--- src/rtl/adc_seq_pkg.sv ---
package adc_seq_pkg;
  // Strobes from the sequencing control to the result datapath
  typedef struct packed {
    logic load;     // a conversion begins: capture settings
    logic capture;  // the final period is counted: take the result
  } seqStrobe_t;
endpackage

--- src/rtl/adc_seq_len_decode.sv ---
module adc_seq_len_decode #(
  parameter int OSR_W = 3,
  parameter int NELC_W = 2,
  parameter int OSR_BASE_LOG2 = 3,
  parameter int CNT_W = 14
) (
  input  logic [OSR_W-1:0]  osrCode,
  input  logic [NELC_W-1:0] nelcCode,
  output logic [CNT_W-1:0]  lastIdx
);
  logic [CNT_W-1:0] osrPlusOne;

  // OSR + 1 sampling periods for each elementary conversion
  assign osrPlusOne = (CNT_W'(1) << (int'(osrCode) + OSR_BASE_LOG2)) + CNT_W'(1);
  // length - 1 = NELC * (OSR + 1): the index of the last counted period
  assign lastIdx = osrPlusOne << nelcCode;
endmodule

--- src/rtl/adc_seq_ctrl.sv ---
module adc_seq_ctrl
  import adc_seq_pkg::*;
#(
  parameter int OSR_W = 3,
  parameter int NELC_W = 2,
  parameter int OSR_BASE_LOG2 = 3,
  parameter int CNT_W = 14
) (
  input  logic              clk,
  input  logic              rstN,
  input  logic              sampleEn,
  input  logic              startReq,
  input  logic              contMode,
  input  logic [OSR_W-1:0]  osrSel,
  input  logic [NELC_W-1:0] nelcSel,
  output seqStrobe_t        seqStb,
  output logic              busy
);
  logic [OSR_W-1:0]  osrQ;
  logic [NELC_W-1:0] nelcQ;
  logic [CNT_W-1:0]  periodCnt;
  logic [CNT_W-1:0]  lastIdx;
  logic              running;

  adc_seq_len_decode #(
    .OSR_W(OSR_W),
    .NELC_W(NELC_W),
    .OSR_BASE_LOG2(OSR_BASE_LOG2),
    .CNT_W(CNT_W)
  ) u_len (
    .osrCode(osrQ),
    .nelcCode(nelcQ),
    .lastIdx(lastIdx)
  );

  always_comb begin
    seqStb.capture = running && sampleEn && (periodCnt == lastIdx);
    seqStb.load    = (!running && startReq) || (seqStb.capture && contMode);
  end

  always_ff @(posedge clk or negedge rstN) begin
    if (!rstN) begin
      running   <= 1'b0;
      periodCnt <= '0;
      osrQ      <= '0;
      nelcQ     <= '0;
    end else if (seqStb.load) begin
      running   <= 1'b1;
      periodCnt <= '0;
      osrQ      <= osrSel;
      nelcQ     <= nelcSel;
    end else if (seqStb.capture) begin
      running   <= 1'b0;
    end else if (running && sampleEn) begin
      periodCnt <= periodCnt + CNT_W'(1);
    end
  end

  assign busy = running;
endmodule

--- src/rtl/adc_seq_datapath.sv ---
module adc_seq_datapath
  import adc_seq_pkg::*;
#(
  parameter int ACC_W = 24,
  parameter int OUT_W = 16,
  parameter int RES_W = 5,
  parameter int RES_MIN = 6
) (
  input  logic                    clk,
  input  logic                    rstN,
  input  seqStrobe_t              seqStb,
  input  logic [RES_W-1:0]        resBits,
  input  logic signed [ACC_W-1:0] rawAcc,
  output logic                    doneStb,
  output logic [OUT_W-1:0]        resultOut
);
  logic [RES_W-1:0] resClamped;
  logic [RES_W-1:0] resQ;
  logic [OUT_W-1:0] satVal;
  logic [OUT_W-1:0] keepMask;
  int               dropCnt;

  always_comb begin
    if (resBits < RES_W'(RES_MIN))    resClamped = RES_W'(RES_MIN);
    else if (resBits > RES_W'(OUT_W)) resClamped = RES_W'(OUT_W);
    else                              resClamped = resBits;
  end

  generate
    if (ACC_W > OUT_W) begin : g_sat
      localparam logic signed [ACC_W-1:0] POS_LIM = ACC_W'((2 ** (OUT_W - 1)) - 1);
      localparam logic signed [ACC_W-1:0] NEG_LIM = ~POS_LIM;
      always_comb begin
        if (rawAcc > POS_LIM)      satVal = {1'b0, {(OUT_W-1){1'b1}}};
        else if (rawAcc < NEG_LIM) satVal = {1'b1, {(OUT_W-1){1'b0}}};
        else                       satVal = rawAcc[OUT_W-1:0];
      end
    end else begin : g_ext
      assign satVal = OUT_W'(rawAcc);
    end
  endgenerate

  always_comb begin
    dropCnt = OUT_W - int'(resQ);
    for (int i = 0; i < OUT_W; i++) keepMask[i] = (i >= dropCnt);
  end

  always_ff @(posedge clk or negedge rstN) begin
    if (!rstN) begin
      resQ      <= RES_W'(OUT_W);
      doneStb   <= 1'b0;
      resultOut <= '0;
    end else begin
      doneStb <= seqStb.capture;
      if (seqStb.load)    resQ      <= resClamped;
      if (seqStb.capture) resultOut <= satVal & keepMask;
    end
  end
endmodule

--- src/rtl/adc_conv_seq.sv ---
module adc_conv_seq
  import adc_seq_pkg::*;
#(
  parameter int ACC_W = 24,
  parameter int OUT_W = 16,
  parameter int OSR_W = 3,
  parameter int NELC_W = 2,
  parameter int RES_W = 5,
  parameter int RES_MIN = 6,
  parameter int OSR_BASE_LOG2 = 3
) (
  input  logic                    clk,
  input  logic                    rstN,
  input  logic                    sampleEn,
  input  logic                    startReq,
  input  logic                    contMode,
  input  logic [OSR_W-1:0]        osrSel,
  input  logic [NELC_W-1:0]       nelcSel,
  input  logic [RES_W-1:0]        resBits,
  input  logic signed [ACC_W-1:0] rawAcc,
  output logic                    busy,
  output logic                    doneStb,
  output logic [OUT_W-1:0]        resultOut
);
  // (2^a + 1) * 2^b + 1 fits in a + b + 1 bits
  localparam int CNT_W = OSR_BASE_LOG2 + (2 ** OSR_W) - 1 + (2 ** NELC_W) - 1 + 1;

  seqStrobe_t seqStb;
  logic       captureStb;

  adc_seq_ctrl #(
    .OSR_W(OSR_W),
    .NELC_W(NELC_W),
    .OSR_BASE_LOG2(OSR_BASE_LOG2),
    .CNT_W(CNT_W)
  ) u_ctrl (
    .clk(clk),
    .rstN(rstN),
    .sampleEn(sampleEn),
    .startReq(startReq),
    .contMode(contMode),
    .osrSel(osrSel),
    .nelcSel(nelcSel),
    .seqStb(seqStb),
    .busy(busy)
  );

  adc_seq_datapath #(
    .ACC_W(ACC_W),
    .OUT_W(OUT_W),
    .RES_W(RES_W),
    .RES_MIN(RES_MIN)
  ) u_dp (
    .clk(clk),
    .rstN(rstN),
    .seqStb(seqStb),
    .resBits(resBits),
    .rawAcc(rawAcc),
    .doneStb(doneStb),
    .resultOut(resultOut)
  );

  assign captureStb = seqStb.capture;
endmodule

--- config.mk ---
export PLATFORM = sky130hd
export DESIGN_NAME = adc_conv_seq
export DESIGN_NICKNAME = d
export VERILOG_FILES = /design/src/rtl/adc_seq_pkg.sv /design/src/rtl/adc_seq_len_decode.sv /design/src/rtl/adc_seq_ctrl.sv /design/src/rtl/adc_seq_datapath.sv /design/src/rtl/adc_conv_seq.sv
export SDC_FILE = /design/constraint.sdc
export NUM_CORES = 1
export LEC_CHECK = 0
export BUFFER_PORTS_ARGS = -buffer_cell sky130_fd_sc_hd__buf_2
export CAP_MARGIN = 20
export CORE_UTILIZATION = 40
export DETAILED_ROUTE_END_ITERATION = 7
export SETUP_SLACK_MARGIN = 0.5
export SYNTH_ARGS = -nofsm -noshare
export SYNTH_HDL_FRONTEND = slang
export SYNTH_HIERARCHICAL = 1
export SYNTH_SLANG_ARGS = --single-unit
--- constraint.sdc ---
create_clock -name clk -period 3 [get_ports clk]
set_input_delay 0 -clock clk [delete_from_list [all_inputs] [get_ports clk]]
set_output_delay 0 -clock clk [all_outputs]
set_load 0.05 [all_outputs]
Yosys cells after proc, flatten, opt, wreduce, memory -nomap -nowiden
Index checks and enable logic that the tools add are counted.
{"block": "classes", "addsub": 4, "magnitude_cmp": 20, "n_eq_ne": 2, "shift": 2, "mux": 9, "bitwise": 1, "reduce_logical": 9}
{"cell": ">= comparator 5 x 32 -> 1 bit, first input constant", "n": 8}
{"cell": ">= comparator 4 x 32 -> 1 bit, first input constant", "n": 4}
{"cell": ">= comparator 3 x 32 -> 1 bit, first input constant", "n": 2}
{"cell": "two-way mux 14 bit", "n": 3}
{"cell": ">= comparator 1 x 32 -> 1 bit, first input constant", "n": 1}
{"cell": ">= comparator 2 x 32 -> 1 bit, first input constant", "n": 1}
{"cell": "two-way mux 16 bit", "n": 2}
{"cell": "<< shifter 1 x 32 -> 14 bit, first input constant", "n": 1}
{"cell": "> comparator 24 x 16 -> 1 bit, second input constant", "n": 1}
{"cell": "< comparator 24 x 16 -> 1 bit, second input constant", "n": 1}
{"cell": "bitwise AND 16 bit", "n": 1}
{"cell": "adder 14 x 1 -> 14 bit, second input constant", "n": 1}
{"cell": "adder 14 x 2 -> 14 bit, second input constant", "n": 1}
{"cell": "equality test 14 bit", "n": 1}
{"cell": "<< shifter 14 x 2 -> 14 bit", "n": 1}
{"cell": "two-way mux 5 bit", "n": 2}
{"cell": "subtractor 5 x 5 -> 6 bit, first input constant", "n": 1}
{"cell": "> comparator 5 bit, second input constant", "n": 1}
{"cell": "< comparator 5 x 3 -> 1 bit, second input constant", "n": 1}
{"cell": "adder 3 x 2 -> 4 bit, second input constant", "n": 1}
{"cell": "logical AND 1 bit", "n": 4}
{"cell": "nonzero test 2 bit", "n": 2}
{"cell": "two-way mux 1 bit", "n": 2}
{"cell": "!= test 2 bit, second input constant", "n": 1}
{"cell": "other kinds (3)", "n": 3}
{"block": "totals", "regBits": 42, "in_bits": 39, "out_inout_bits": 18, "word_cells": 54}

Depth between registers and ports, before layout
Gate-level depths: netlist (run 1).
{"block": "depth", "ltp_word": 10, "mapped_depth": 14, "mapped_depth_nobuf": 11}

Modules after synthesis
Netlist (run 1), hierarchy kept.
{"mod": "adc_seq_datapath", "n_inst": 1, "cells_per_inst": 162, "area_per_inst_um2": 1407.6, "seq_area_each_um2": 551.8}
{"mod": "adc_seq_ctrl", "n_inst": 1, "cells_per_inst": 119, "area_per_inst_um2": 1189.9, "seq_area_each_um2": 500.5}
{"mod": "adc_seq_len_decode", "n_inst": 1, "cells_per_inst": 42, "area_per_inst_um2": 287.8, "seq_area_each_um2": 0.0}

Worst setup path before layout (run 1)
Ideal clock, no wire load.
{"block": "synth_path", "kind": "register -> register", "from": "register u_ctrl.nelcQ[1]", "to": "register u_dp.resQ[2]", "setup_time_ps": 125, "arrival_ps": 2742, "t_required_ps": 2875, "path_slack_ps": 133, "stages_incl_launch_ff": 14, "path_buffers": 4, "synth_period_minus_slack_ps": 2867, "cell_sequence": "dfrtp_1 buf_4 buf_6 nor4_2 a21oi_1 a21oi_1 xnor2_1 nand4_1 nor4b_1 nand3_1 nand2_1 buf_4 clkbuf_1 mux2_2"}
{"item": "from (decl)", "line": "adc_seq_ctrl.sv:20", "source": "logic [NELC_W-1:0] nelcQ;"}
{"item": "from (signal assigned)", "line": "adc_seq_ctrl.sv:51", "source": "nelcQ <= nelcSel;"}
{"item": "to (signal assigned)", "line": "adc_seq_datapath.sv:50", "source": "resQ <= RES_W'(OUT_W);"}
{"item": "to (signal assigned)", "line": "adc_seq_datapath.sv:55", "source": "if (seqStb.load) resQ <= resClamped;"}
{"item": "to (decl)", "line": "adc_seq_datapath.sv:18", "source": "logic [RES_W-1:0] resQ;"}

==> impl_metrics.tcl, run 1 <==
set metrics [dict create \
    status "finished, violations left" \
    violations "hold timing" \
    syn-instance-count 323 \
    synthFlopType "dfrtp_1" \
    worstPathCellList "buf_4 > nor4b_2 > a211oi_1 > a21oi_2 > xnor2_1 > nand4_1 > or3_4 > nor2_4 > buf_12 > nand2b_4 > o211ai_1 > o32ai_1 > a21oi_1" \
    yosys.cell_types.count 55 \
    hpwl_mm 5.20 \
    crit_family "simple AND/OR/NAND/NOR gates" \
    peakVddDrop_mv 0.598 \
    final_cells 504 \
    syn_to_final_growth_pct 36.0 \
    antenna_found_initial 0 \
    viasPerCell 5.65 \
    crit_required_ns 3.18 \
    hp-class "input port to register" \
    reg2reg_from "u_ctrl/nelcQ[1]" \
    seq_area_frac_synth_pct 36.5 \
    final_nets 451 \
    numPlacedInstances 464 \
    drc 0 \
    ys_warn_count 6 \
    firstDrtPassIters 4 \
    synth.area.mux_share_pct 3.73 \
    period_needed_ns 2.60 \
    max_freq_ghz 0.385 \
    port-buffer-count 56 \
    swShare_pct 48.2 \
    num_io_pins 57 \
    maxCapViolCount 0 \
    wl_mm 8.07 \
    hold_violations 1 \
    power_leakage_uw 0.00166 \
    cts.sinks 42 \
    crit_start "u_ctrl/nelcQ[1]" \
    fin_crit_sh_pct 86.6 \
    root_buffer "clkbuf_8" \
    synth_edf_count 0 \
    slew_viol_final 0 \
    clkPwrFrac_pct 13.4 \
    final_util_pct 57.1 \
    final_layout_size_suffix_gt1_share_pct 35.8 \
    hold-worst-slack_ns -0.0175 \
    p_int_uw 2180 \
    ant_nets 0 \
    slowest_stage "dfrtp_2" \
    hp-start "rawAcc[23]" \
    worst_setup_path_end_kind "register" \
    grt_pass1_wl_mm 12.9 \
    syn_area_mm2 0.00289 \
    finalSetupViolCount 0 \
    initial_core_util_pct 42.0 \
    diodes 0 \
    synth-xor-area-share_pct 6.72 \
    synth.avg_cell_area_um2 8.93 \
    clk_latency_ns 0.30 \
    path_buf_inv 2 \
    power_frac_seq_pct 25.8 \
    gr-total-overflow 0 \
    setup-tns-final_ns 0 \
    critical_path_class "register to register" \
    dieArea_mm2 0.00756 \
    path_clk_slew_ns 0.08 \
    combPwrFrac_pct 60.8 \
    via_count 2849 \
    start_kind "register" \
    synthAdderAreaFrac_pct 2.17 \
    cp_max_fo 7 \
    row_count 30 \
    numCtsBuffers 5 \
    crit_arrival_ns 2.78 \
    crit_path_max_incr_delay_ns 0.49 \
    cts_buffer_depth 2 \
    grt_use_total_pct 21.8 \
    skew_ns 0.00659 \
    switching_power_uw 2020 \
    synth-simple-area-share_pct 19.7 \
    synth_top_family_by_area "compound AO/OA/AOI/OAI gates" \
    synth_compound_area_share_pct 22.9 \
    powerDensity_mw_per_mm2 1070 \
    routabilityCongestion 0.785 \
    wl_per_cell_um 16.0 \
    worst_pin_slew_ns 0.769 \
    die_w_um 86.9 \
    drt_iter0_drc 193 \
    async_flop_share_pct 100 \
    core_region_area_mm2 0.00687 \
    synth-seq-cells 42 \
    grt_max_degree 43 \
    grt_pass1_vias 2554 \
    h-tree-depth 2 \
    slew_headroom_pct 48.2 \
    cts_tree "yes" \
    die_h_um 86.9 \
    grt_setup_unrepaired "yes" \
]
==> final timing paths <==
path                                  endpoint  slack, ns  cells after the start
setup reg to reg             u_dp/resultOut[6]       0.40                     13
hold / removal              u_dp/resultOut[15]      -0.02                      3
hold reg to reg             u_dp/resultOut[15]       0.52                      2
min in group asynchronous  u_ctrl/periodCnt[0]       0.14                      2
max in group asynchronous         u_dp/resQ[4]       2.32                      3
setup / recovery             u_dp/resultOut[6]       0.40                     13
==> state kept, by name, indices dropped and copies added, names as in the netlist <==
signal / count
u_ctrl/nelcQ: 2
u_ctrl/periodCnt: 14
u_dp/resultOut: 16
u_ctrl/osrQ: 3
u_dp/doneStb: 1
u_dp/resQ: 5
u_ctrl/busy: 1
==> power by group through the flow <==
| stage | registers (µW) | clock network (µW) | logic [µW] |
|---|---|---|---|
| finish | 1080 | 563 | 2550 |
| CTS | 1070 | 576 | 2280 |
| global placement | 1070 | 0 | 1970 |
| global route | 1130 | 599 | 2740 |
| floorplan | 1240 | 0 | 1440 |
| detailed placement | 1080 | 0 | 1990 |
==> synthesized netlist by cell type, types with 2 or more instances <==
library cell	n	area share, %
dfrtp_1	41	36
inv_1	27	3.5
nor2_1	23	3.0
o21ai_0	22	3.8
a21oi_1	19	3.3
nand2_1	19	2.5
o32ai_1	18	5.5
xor2_1	10	3.0
nor4_1	9	2.0
xnor2_1	9	2.7
nand3_1	8	1.4
nand4_1	8	1.7
clkbuf_1	7	0.91
o22ai_1	7	1.5
o31ai_1	7	1.8
mux2_2	6	2.3
buf_2	5	0.87
ha_1	5	2.2
nor3_1	5	0.87
buf_4	4	1.0
buf_6	4	1.6
mux2i_1	4	1.4
nand2b_1	4	0.87
nand3b_1	3	0.78
nor2b_1	3	0.65
nor3b_1	3	0.78
nor4b_1	3	0.91
or4_4	3	1.2
a211oi_1	2	0.52
a21oi_2	2	0.61
nor4_2	2	0.87
o2111ai_1	2	0.61
o211ai_1	2	0.52
o21bai_1	2	0.52
o311ai_0	2	0.61
or3_1	2	0.43
or3_4	2	0.78
or4_1	2	0.52
==> what timing repair did <==
item / in CTS / in global routing
hold buffers: 9 / 0
endpoints found under the hold margin: 49 / 0
resized for setup: 17 / 23
buffers inserted: 11 / 7
endpoints found under the setup margin: 35 / 40
gates cloned: 3 / 1
pin swaps: 13 / 13
==> logic make-up after synthesis <==
| logic type | count (synthesis) |
|---|---|
| AOI/OAI and AO/OA | 95 |
| xor gates and xnor gates | 20 |
| adders and majority gates | 5 |
| buffers and inverters | 49 |
| DFF | 42 |
| muxes | 10 |
| other | 1 |
| and+or+nand+nor | 101 |
==> stage by stage <==
step	worst slack, ns	instance area (µm²)	hold WS, ns	power (µW)
global placement	0.180	3260	0.212	3040
detailed placement	0.161	3270	0.214	3070
global route	0.203	3930	-0.00445	4470
CTS	0.452	3720	0.000701	3930
finish	0.403	3930	-0.0175	4200
floorplan	0.504	2940	-0.296	2680
==> layer usage <==
metal / track usage (%) / part of all wire (%)
met1: 32.5 / 48
met2: 32.9 / 45
met3: 3.60 / 6.0
met4: 5.30 / 0.87
met5: 0 / 0
==> layout by cell type (no fill, tap or decap), types with 7 or more instances in the layout <==
cell type / n
buf_2: 56
dfrtp_1: 37
inv_1: 27
buf_4: 22
nor2_1: 21
o21ai_0: 19
nand2_1: 17
a21oi_1: 16
xor2_1: 10
dlygate4sd3_1: 9
o32ai_2: 9
o32ai_1: 9
xnor2_1: 8
nand4_1: 8
nor4_1: 7
o31ai_1: 7
o22ai_1: 7
==> worst reg2reg max path, stage by stage, from the launching register on <==
cell and delay [ns]:
dfrtp_2 0.49, buf_4 0.17, nor4b_2 0.20, a211oi_1 0.09, a21oi_2 0.12, xnor2_1 0.14, nand4_1 0.14, or3_4 0.37
nor2_4 0.13, buf_12 0.14, nand2b_4 0.13, o211ai_1 0.07, o32ai_1 0.23, a21oi_1 0.06
==> layout make-up <==
type | count | area, µm²
well taps | 96 | 120
repair buffers | 94 | 653
flip-flops and latches | 42 | 1060
multi-input cells | 236 | 1850
fillers | 633 | 2940
inverters | 28 | 105
clock buffers | 6 | 82.6
clock inverters | 2 | 60.1
(Power assumes the default switching activity.)
==> inputs of run 2 (changes only) <==
--- a/config.mk
+++ b/config.mk
@@ -7,7 +7,7 @@
 export LEC_CHECK = 0
 export BUFFER_PORTS_ARGS = -buffer_cell sky130_fd_sc_hd__buf_2
 export CAP_MARGIN = 20
-export CORE_UTILIZATION = 40
+export CORE_UTILIZATION = 41
 export DETAILED_ROUTE_END_ITERATION = 7
 export SETUP_SLACK_MARGIN = 0.5
 export SYNTH_ARGS = -nofsm -noshare
==> impl_metrics.tcl, run 2 (synthesized netlist as in run 1, its figures left out) <==
set metrics [dict create \
    drc 0 \
    hp-class "input port to register" \
    grt_pass1_wl_mm 12.9 \
    worst_setup_path_end_kind "register" \
    routabilityCongestion 0.782 \
    grt_max_degree 43 \
    firstDrtPassIters 4 \
    port-buffer-count 56 \
    status "completed" \
    maxCapViolCount 0 \
    core_region_area_mm2 0.00679 \
    grt-busiest-layer "met2" \
    layout_setup_ws_ns 0.322 \
    crit_start "u_ctrl/nelcQ[1]" \
    pre_cts_slack_ns 0.118 \
    period_needed_ns 2.68 \
    numCtsBuffers 5 \
    die_h_um 85.9 \
    final_layout_size_suffix_gt1_share_pct 34.9 \
    diodes 0 \
    switching_power_uw 1980 \
    cts_tree "yes" \
    grt_pass1_vias 2652 \
    fillCellCount 604 \
    power_frac_seq_pct 26.6 \
    gr-total-overflow 0 \
    hold_end "u_dp/resultOut[9]" \
    via_count 2849 \
    clk_latency_ns 0.30 \
    reg.largest.list "u_dp/resultOut x16, u_ctrl/periodCnt x14, u_dp/resQ x5" \
    h-tree-depth 2 \
    crit_arrival_ns 2.86 \
    cts_buffer_depth 2 \
    min_path_cells 3 \
    syn_to_final_growth_pct 35.8 \
    hold_violations 0 \
    num_io_pins 57 \
    start_kind "register" \
    layout_commonest_cell "buf_2" \
    max_freq_ghz 0.373 \
    slew_headroom_pct 35.7 \
    row_count 30 \
    regMostFlops "u_dp/resultOut" \
    timing.rr.end "u_dp/resultOut[6]" \
    path_clk_slew_ns 0.09 \
    crit_required_ns 3.18 \
    setup-tns-final_ns 0 \
    fin_crit_sh_pct 89.3 \
    wl_mm 8.01 \
    peakVddDrop_mv 0.544 \
    use_met1_pct 32.0 \
    grt_use_total_pct 22.1 \
    critical_path_class "register to register" \
    worst-r2r-cell-count 12 \
    wl_per_cell_um 15.8 \
    final_cell_mix "buf_2, dfrtp_1, inv_1" \
    finalSetupViolCount 0 \
    skew_ns 0.0104 \
    powerDensity_mw_per_mm2 1040 \
    final_nets 453 \
    cp_max_fo 7 \
    antenna_found_initial 0 \
    hpwl_mm 5.13 \
    reg2reg_slack_ns 0.32 \
    grt_setup_unrepaired "yes" \
    ant_nets 0 \
    drt_iter0_drc 256 \
    swShare_pct 48.8 \
    p_int_uw 2080 \
    cts.sinks 42 \
    slew_viol_final 0 \
    largest_reg_flops 16 \
    combPwrFrac_pct 61.7 \
    die_w_um 85.9 \
    use_met2_pct 34.0 \
    initial_core_util_pct 42.5 \
    clkPwrFrac_pct 11.6 \
    reg2reg_from "u_ctrl/nelcQ[1]" \
    root_buffer "clkbuf_8" \
    viasPerCell 5.63 \
    worst_pin_slew_ns 0.965 \
    power_leakage_uw 0.00167 \
    dieArea_mm2 0.00738 \
    gr-usage-met3_pct 4.04 \
    hp-start "rawAcc[9]" \
]
[run 2: cell types whose count changed in the layout (fill, tap and decap cells not counted), sizes merged]
cell,change
bufinv,-1
o21bai,-2
dlygate4sd3,+4
clkbuf,+1
buf,-1
nand2,+1
[run 2: area by class of cell]
type                       count  area, µm²  area share (%)
timing repair buffer          97        692            17.7
clock buffer                   7       86.3            2.20
sequential                    42       1060            27.0
multi-input combinational    235       1830            46.6
clock inverter                 1       30.0           0.767
tap                           96        120            3.07
inverter                      28        105            2.68
[run 2: through the flow]
stage	instance area, µm²	power (µW)	util [%]	hold slack [ns]	instances
final	3920	4060	57.7	0.00839	506
after global routing	3920	4330	57.7	0.0132	506
after CTS	3760	3870	55.4	0.000510	501
after detailed placement	3250	3050	47.9	0.219	462
after global placement	3250	3030	47.8	0.216	461
after floorplan	2940	2680	-	-0.296	324
[run 2: power groups by stage]
stage	sequential, µW	clock, µW	combinational, µW
CTS	1060	488	2320
floorplan	1240	0	1440
finish	1080	472	2500
global route	1130	512	2690
global placement	1070	0	1960
detailed placement	1070	0	1980
[run 2: how the worst max path moves through the flow]
stage / end / slack (ns) / cells past startpoint
after floorplan: u_dp/resQ[2] / 0.50 / 13
after global placement: u_dp/resultOut[8] / 0.19 / 10
after detailed placement: u_dp/resultOut[1] / 0.12 / 10
after CTS: u_dp/resultOut[6] / 0.43 / 13
after global routing: u_dp/resultOut[6] / 0.23 / 12
final: u_dp/resultOut[6] / 0.32 / 12
[run 2: worst max-delay path, cell delays in order, from the launching register on]
cell and delay (ns):
dfrtp_2 0.49, xnor2_4 0.25, nor4_2 0.06, a311o_1 0.29
xor2_1 0.17, nor4_2 0.32, nand2_1 0.19, nor2_4 0.15
buf_12 0.13, nand2b_4 0.12, o211ai_1 0.08, o32ai_1 0.24
a21oi_1 0.06
[run 2: what timing repair did]
action / 4_1_cts / 5_1_grt
pin swaps: 12 / 10
buffers inserted: 16 / 4
cloned: 3 / 0
setup endpoints to repair: 36 / 40
endpoints found under the hold margin: 50 / 1
hold buffers: 12 / 1
resized for setup: 22 / 26
[run 2: per-layer routing]
metal / part of all wire, % / vias up
li1: - / 1382
met4: 1.2 / 0
met2: 46 / 97
met1: 48 / 1358
met5: 0 / -
met3: 5.0 / 12
==> inputs of run 3 (changes only) <==
--- a/config.mk
+++ b/config.mk
@@ -7,8 +7,9 @@
 export LEC_CHECK = 0
 export BUFFER_PORTS_ARGS = -buffer_cell sky130_fd_sc_hd__buf_2
 export CAP_MARGIN = 20
-export CORE_UTILIZATION = 41
+export CORE_UTILIZATION = 50
 export DETAILED_ROUTE_END_ITERATION = 7
+export PLACE_DENSITY = 0.76
 export SETUP_SLACK_MARGIN = 0.5
 export SYNTH_ARGS = -nofsm -noshare
 export SYNTH_HDL_FRONTEND = slang
==> impl_metrics.tcl, run 3 (synthesized netlist as in run 1, its figures left out) <==
set metrics [dict create \
    status "completed" \
    h-tree-depth 2 \
    max_freq_ghz 0.371 \
    wl_per_cell_um 18.1 \
    reg.largest.list "u_dp/resultOut x16, u_ctrl/periodCnt x14, u_dp/resQ x5" \
    grt_setup_unrepaired "yes" \
    maxCapViolCount 0 \
    crit_required_ns 3.21 \
    row_count 27 \
    skew_ns 0.00977 \
    pre_cts_slack_ns 0.0703 \
    cts.sinks 42 \
    powerDensity_mw_per_mm2 1050 \
    cts_tree "yes" \
    hold_violations 0 \
    numPlacedInstances 436 \
    num_io_pins 57 \
    port-buffer-count 56 \
    die_w_um 78.0 \
    design_area_mm2 0.00395 \
    viasPerCell 6.34 \
    grt_pass1_wl_mm 13.3 \
    wl_mm 8.85 \
    dieArea_mm2 0.00608 \
    drt_iter0_drc 382 \
    place_area_mm2 0.00321 \
    gr-total-overflow 0 \
    drc 0 \
    setup-tns-final_ns 0 \
    grt_use_total_pct 28.0 \
    cts_buffer_depth 2 \
    hp-class "input port to register" \
    regMostFlops "u_dp/resultOut" \
    peakVddDrop_mv 0.615 \
    final_cell_mix "buf_2, dfrtp_1, inv_1" \
    grt_pass1_vias 2637 \
    power_leakage_uw 0.00168 \
    start_kind "register" \
    regArea_mm2 0.00106 \
    fillCellCount 419 \
    min_path_cells 3 \
    core_region_area_mm2 0.00554 \
    clk_latency_ns 0.31 \
    antenna_found_initial 0 \
    period_needed_ns 2.69 \
    crit_arrival_ns 2.90 \
    numCtsBuffers 5 \
    layout_commonest_cell "buf_2" \
    cp_max_fo 6 \
    via_count 3093 \
    final_util_pct 71.3 \
    multi_input_area_mm2 0.00189 \
    worst_pin_slew_ns 1.17 \
    layout_setup_ws_ns 0.307 \
    finalSetupViolCount 0 \
    worst-r2r-cell-count 12 \
    die_h_um 78.0 \
    diodes 0 \
    final_layout_size_suffix_gt1_share_pct 37.0 \
    final_nets 459 \
    ant_nets 0 \
    worst_setup_path_end_kind "register" \
    grt_max_degree 43 \
    fin_crit_sh_pct 89.8 \
    critical_path_class "register to register" \
    initial_core_util_pct 52.1 \
    final_cells 488 \
    root_buffer "clkbuf_8" \
    path_clk_slew_ns 0.08 \
    slew_viol_final 0 \
    routabilityCongestion 0.853 \
    largest_reg_flops 16 \
    hpwl_mm 4.91 \
    slew_headroom_pct 21.2 \
    syn_to_final_growth_pct 37.0 \
    firstDrtPassIters 5 \
]
## run 3: path summary, 6_finish.rpt
check,from,to,slack [ns]
worst min register to register,u_dp/resultOut[15],u_dp/resultOut[15],0.51
worst min-delay path,rawAcc[10],u_dp/resultOut[10],0.01
min in group asynchronous,rstN,u_dp/resultOut[11],0.38
worst max register to register,u_ctrl/nelcQ[1],u_dp/resultOut[14],0.31
worst max-delay path,u_ctrl/nelcQ[1],u_dp/resultOut[14],0.31
max in group asynchronous,rstN,u_ctrl/osrQ[0],1.96
## run 3: repair_timing
item                                    CTS  global route
hold buffers                             12             1
gates cloned                              2             2
endpoints found under the setup margin   40            36
endpoints found under the hold margin    50             1
gates resized for setup                  23            27
pin swaps                                14            17
setup buffers                            15            11
## run 3: worst max-delay path, cell delays in order (launching register included)
cell and delay, ns:
dfrtp_2 0.41, buf_6 0.14, xnor2_4 0.21, nor4_1 0.07
a311o_1 0.31, xor2_1 0.19, nor4_2 0.29, nand2_1 0.19
nor2_4 0.15, buf_12 0.12, buf_4 0.11, o311ai_4 0.10
o32ai_1 0.31
## run 3: layout make-up
type	instances	area share, %
timing repair buffer	102	17.9
clock inverter	3	1.01
clock buffer	5	1.74
inverter	28	2.66
tap	72	2.28
sequential	42	26.7
multi-input combinational	236	47.7
## run 3: per-layer routing
| metal | global-route usage (%) | share of wire, % |
|---|---|---|
| met1 | 41.4 | 43 |
| met3 | 5.18 | 8.7 |
| met2 | 41.6 | 46 |
| met4 | 8.15 | 2.2 |
| met5 | 0 | 0 |
## run 3: per-stage QoR
step           total power, µW  hold WS [ns]
2_1_floorplan             2680        -0.296
3_3_place_gp              3000         0.190
3_5_place_dp              3040         0.196
4_1_cts                   3810       0.00147
5_1_grt                   4370        0.0178
6_report                  4140        0.0146
## run 3: report_power, final
part,leakage (µW),internal (µW),switching (µW)
sequential,0.000503,762,306
clock,0.0000579,245,212
combinational,0.00112,1030,1580
total,0.00168,2040,2100
